$ cat src/rtl/sync_role_resolver.sv
module sync_role_resolver #(
  parameter int CH_W = 5
) (
  input  logic            clk,
  input  logic            rst_n,
  input  logic            sync_set,
  input  logic            loc_mreq,
  input  logic            par_mreq,
  input  logic            par_sreq,
  input  logic [CH_W-1:0] par_ch,
  input  logic            arb_wr,
  input  logic [CH_W-1:0] arb_wr_ch,
  input  logic            loc_done,
  input  logic            par_done,
  input  logic            srq_en,
  input  logic            done_clr,
  output logic [CH_W-1:0] arb_ch,
  output logic [1:0]      role,
  output logic            sync_pend,
  output logic            ms_active,
  output logic            inj_busy,
  output logic            sync_done,
  output logic            srq
);

  localparam logic [1:0] ROLE_NONE   = 2'd0;
  localparam logic [1:0] ROLE_MASTER = 2'd1;
  localparam logic [1:0] ROLE_SLAVE  = 2'd2;
  localparam logic [1:0] ROLE_BOTH   = 2'd3;

  logic       loc_seen, par_seen;
  logic       dual, armed, both_in, ch_lt, ch_eq;
  logic [1:0] new_role;

  assign ch_lt    = par_ch < arb_ch;
  assign ch_eq    = par_ch == arb_ch;
  assign dual     = loc_mreq & par_mreq & par_sreq & sync_pend & (role == ROLE_NONE);
  assign new_role = ch_lt ? ROLE_MASTER : (ch_eq ? ROLE_BOTH : ROLE_SLAVE);
  assign armed    = (role != ROLE_NONE) & ~inj_busy;
  assign both_in  = armed & (loc_seen | loc_done) & (par_seen | par_done);

  always_ff @(posedge clk or negedge rst_n) begin
    if (!rst_n) begin
      role      <= ROLE_NONE;
      sync_pend <= 1'b0;
      ms_active <= 1'b0;
      loc_seen  <= 1'b0;
      par_seen  <= 1'b0;
      inj_busy  <= 1'b0;
      sync_done <= 1'b0;
      srq       <= 1'b0;
      arb_ch    <= '0;
    end else begin
      if (inj_busy)  role <= ROLE_NONE;
      else if (dual) role <= new_role;

      if (dual && ch_lt) sync_pend <= 1'b0;
      else if (sync_set) sync_pend <= 1'b1;

      if (inj_busy)           ms_active <= 1'b0;
      else if (dual && ch_eq) ms_active <= 1'b1;

      if (both_in) begin
        loc_seen <= 1'b0;
        par_seen <= 1'b0;
      end else begin
        if (armed && loc_done) loc_seen <= 1'b1;
        if (armed && par_done) par_seen <= 1'b1;
      end

      inj_busy <= both_in;
      srq      <= inj_busy & srq_en;

      if (inj_busy)      sync_done <= 1'b1;
      else if (done_clr) sync_done <= 1'b0;

      if (arb_wr && !ms_active) arb_ch <= arb_wr_ch;
    end
  end

endmodule

$ cat config.mk
export PLATFORM = sky130hd
export DESIGN_NAME = sync_role_resolver
export DESIGN_NICKNAME = d
export VERILOG_FILES = /design/src/rtl/sync_role_resolver.sv
export SDC_FILE = /design/constraint.sdc
export NUM_CORES = 1
export LEC_CHECK = 0
export BUFFER_PORTS_ARGS = -buffer_cell sky130_fd_sc_hd__buf_4
export CAP_MARGIN = 20
export CORE_MARGIN = 3
export CORE_UTILIZATION = 30
export CTS_CLUSTER_DIAMETER = 60
export CTS_CLUSTER_SIZE = 28
export DETAILED_ROUTE_END_ITERATION = 8
export PLACE_DENSITY_LB_ADDON = 0.2
export SLEW_MARGIN = 20
export SYNTH_ARGS = -nofsm -noshare
export SYNTH_HDL_FRONTEND = slang
export SYNTH_SLANG_ARGS = --single-unit
$ cat constraint.sdc
create_clock -name clk -period 1.6 [get_ports clk]
set_input_delay 0.16 -clock clk [delete_from_list [all_inputs] [get_ports clk]]
set_output_delay 0.16 -clock clk [all_outputs]
set_load 0.005 [all_outputs]
* Word level (Yosys, flattened, before mapping)
Cells that the tools add are included.
Word-level totals: input port bits 21, output and inout bits 12, word-level logic and storage cells 50, register bits 14
Cells by class: reductions and logical operators 14, bitwise operators 11, multiplexer cells 14, order comparisons 1, equality and inequality tests 1
Operators by type and width (number):
- nonzero test 2 bit | 7
- two-way mux 1 bit | 11
- AND 1 bit | 8
- two-way mux 2 bit | 3
- == test 5 bit | 1
- logical AND 1 bit | 5
- < comparator 5 bit | 1
- zero test 2 bit | 1
- OR 1 bit | 2
- zero test 1 bit | 1
- NOT 1 bit | 1

* Logic depth before layout (Yosys ltp)
depth in word-level cells 7, gate-level depth with buffers 6, depth with buffers taken out 6

* Worst setup path after synthesis
No wires, ideal clock.
path kind reg2reg, start point reg arb_ch[3], end point reg role[1], setup slack 0.278 ns, required time 1.481 ns, clock period less this slack 1.322 ns, library setup time 0.119 ns, stages on the path, launching flop included 7, path buffers 0, arrival time 1.203 ns, cells stage by stage dfrtp_1 inv_1 ha_1 a21o_1 a21oi_2 a21boi_1 o21a_1
On the way: cells in the longest elaborated chain, start to end 4
RTL lines:
- from (decl) | RTL line 17 | output logic [CH_W-1:0] arb_ch,
- from (signal assigned) | RTL line 77 | if (arb_wr && !ms_active) arb_ch <= arb_wr_ch;
- < comparator 5 bit | RTL line 35 | assign ch_lt = par_ch < arb_ch;
- two-way mux 2 bit | RTL line 38 | assign new_role = ch_lt ? ROLE_MASTER : (ch_eq ? ROLE_BOTH : ROLE_SLAVE);
- two-way mux 2 bit | RTL line 55 | else if (dual) role <= new_role;
- two-way mux 2 bit | RTL line 54 | if (inj_busy) role <= ROLE_NONE;
- to (signal assigned) | RTL line 55
- to (decl) | RTL line 18 | output logic [1:0] role,
No other way between the ends. The select of a mux whose other input is x is not followed. A chain may end at the register's enable or synchronous reset.

* Worst setup path after layout
start point reg arb_ch[1], end point reg role[1]
Same word-level chain as after synthesis.

==> impl_metrics.ini <==
[final_layout]
layout_commonest_cell = buf_4
drive_gt1_share_pct = 40.4
layout_common_cells = 33 x buf_4, 14 x dfrtp_1, 8 x nor2_1, 7 x inv_1
stdcell_area_um2 = 995
instances_no_fill = 131
fill_cells = 213
num_antenna_cells = 0
area_growth_pct = 48.0
nNetsFinal = 131

[synthesis]
synth_warnings = 0
synth_flop_cell = dfrtp_1
async_flop_share_pct = 100
netlist_instances = 67
ys_seq_area_share_pct = 52.1
synth.cell_area_um2 = 672
yosysUniqueCellTypes = 22
synth_fp_nets = 93
syn_area_per_cell_um2 = 10.0
synth_edf_count = 0
ys_ff_latch = 14

[floorplan]
dieWidth_um = 53.3
fp.dieArea_um2 = 2840
start_util_pct = 32.9
dieHeight_um = 53.3
core_area_um2 = 2040
ios = 33
rows = 16

[setup_path]
critPathArrivalTime_ps = 1580
path_class = reg -> reg
critPathMaxStageDelay_ps = 370
ff2ff_path_depth = 6
crit_chain = inv_1 > ha_1 > nor2b_1 > o21ai_1 > a21boi_1 > o21a_1
worstSetupStartpoint = arb_ch[1]
crit_required_ps = 1770
critPathCaptureType = register
slowest_stage = dfrtp_1
r2r_slack_ps = 200
rr_startpoint = arb_ch[1]
critPathLaunchType = register
path_max_fanout = 3

[timing]
setup_viol = 0
finalHoldViolations = 0
relSlewSlack_pct = 82.3
fin_hold_ws_ps = 68.5
worst_slew_pin_slew_ps = 265
period_needed_ps = 1400
max_freq_ghz = 0.713
finalSetupTns_ps = 0
rsz0062_at_grt = false
clock_skew_ps = 4.47
slew_violations = 0
fin_crit_sh_pct = 87.7

[pwr]
p_seq_share_pct = 45.0
power.switching_uw = 353
pwr-share-clk_pct = 22.3
cellLeakagePower_nw = 0.523
p_sw_share_pct = 30.7
vdd_drop_max_mv = 0.623
combPwrFrac_pct = 32.7
p_int_uw = 797
p_total_mw = 1.15
power_density_nw_per_um2 = 1160

[grt]
grt_usage_pct = 10.9
antenna_found_initial = 0
grt_max_degree = 15
first_global_vias = 516
grt_pass1_wl_um = 2190
grt_overflow = 0

[route]
dr_total_vias = 587
antenna_left = 0
drt-total-wl_um = 1410
route.detailed.drc = 0
drtIter0Drc = 1
firstDrtPassIters = 2
via_per_inst = 4.48
wl_per_cell_um = 10.7

[placed_design]
portBuffers = 32
placed_cells = 126
place_area_um2 = 948
dp_hpwl_um = 1150
gp_congestion = 0.735

[cts]
numCtsBuffers = 3
clock-sinks = 14
clk_pin_slew_ps = 90
h-tree-depth = 1
cts_setup_buffers = 0
cts_resized = 0
cts_hold_buf = 1
clk_latency_ps = 280
cts_tree = done
cts_buffer_depth = 2
root_buffer = clkbuf_4

[run_status]
status = finished clean

[min_path]
min-delay-start = done_clr
worstHoldPathType = in -> reg
min_path_cells = 2

[job]
max-cap-violations = 0
## metrics by stage
stage,util [%],setup slack [ps]
2_1_floorplan,-,278
3_3_place_gp,46.4,225
3_5_place_dp,46.4,204
4_1_cts,48.7,186
5_1_grt,48.7,87.1
6_report,48.7,197
## synth_stat cells (2+ instances only)
| master | n | area (um2) |
|---|---|---|
| dfrtp_1 | 14 | 350 |
| nor2_1 | 8 | 30.0 |
| inv_1 | 7 | 26.3 |
| ha_1 | 5 | 62.6 |
| nand2_1 | 5 | 18.8 |
| o21ai_0 | 5 | 25.0 |
| a21oi_1 | 4 | 20.0 |
| and2_1 | 2 | 12.5 |
| and3_1 | 2 | 12.5 |
| nor2b_1 | 2 | 12.5 |
| o21a_1 | 2 | 15.0 |
## logic make-up after synthesis
logic type	share of synthesized area, %
simple gates	16.2
compound gates	16.0
flops	52.1
buf+inv	4.66
fa+ha+maj	9.31
mux	1.68
## worst max-delay path: cells and delay by family, from the launching register on
family | cells | cell delay [ps]
and+or+nand+nor | 1 | 130
buffers and inverters | 1 | 60
adders and majority gates | 1 | 270
DFF | 1 | 370
AOI/OAI and AO/OA | 3 | 480
## flip-flops by register name, indices dropped and copies added (netlist names)
name,count
srq,1
loc_seen,1
sync_pend,1
role,2
ms_active,1
inj_busy,1
arb_ch,5
sync_done,1
par_seen,1
## per-layer routing
| layer | part of all wire [%] | global-route usage, % | vias to the layer above |
|---|---|---|---|
| li1 | - | - | 299 |
| met1 | 43 | 12.3 | 269 |
| met2 | 47 | 18.4 | 17 |
| met3 | 8.7 | 3.66 | 2 |
| met4 | 0.71 | 5.11 | 0 |
| met5 | 0 | 0 | - |
## path summary, 6_finish.rpt
path,to
max,role[1]
min reg2reg,loc_seen
max in group asynchronous,inj_busy
max reg2reg,role[1]
min in group asynchronous,arb_ch[3]
min,sync_done
## power by group through the flow
stage | Sequential (mW) | Clock [mW] | Combinational [mW]
after floorplan | 0.519 | 0 | 0.193
after global routing | 0.534 | 0.281 | 0.431
after global placement | 0.521 | 0 | 0.375
after detailed placement | 0.526 | 0 | 0.381
after CTS | 0.518 | 0.266 | 0.384
final | 0.517 | 0.257 | 0.376
## cell type report
type                       instances  area [um2]  area share [%]
tap                               27        33.8            3.40
clock buffer                       4        36.3            3.65
timing repair buffer              34         258            25.9
inverter                           7        26.3            2.64
multi-input combinational         45         290            29.2
sequential                        14         350            35.2
No activity file was read; power rests on OpenSTA's default activity.
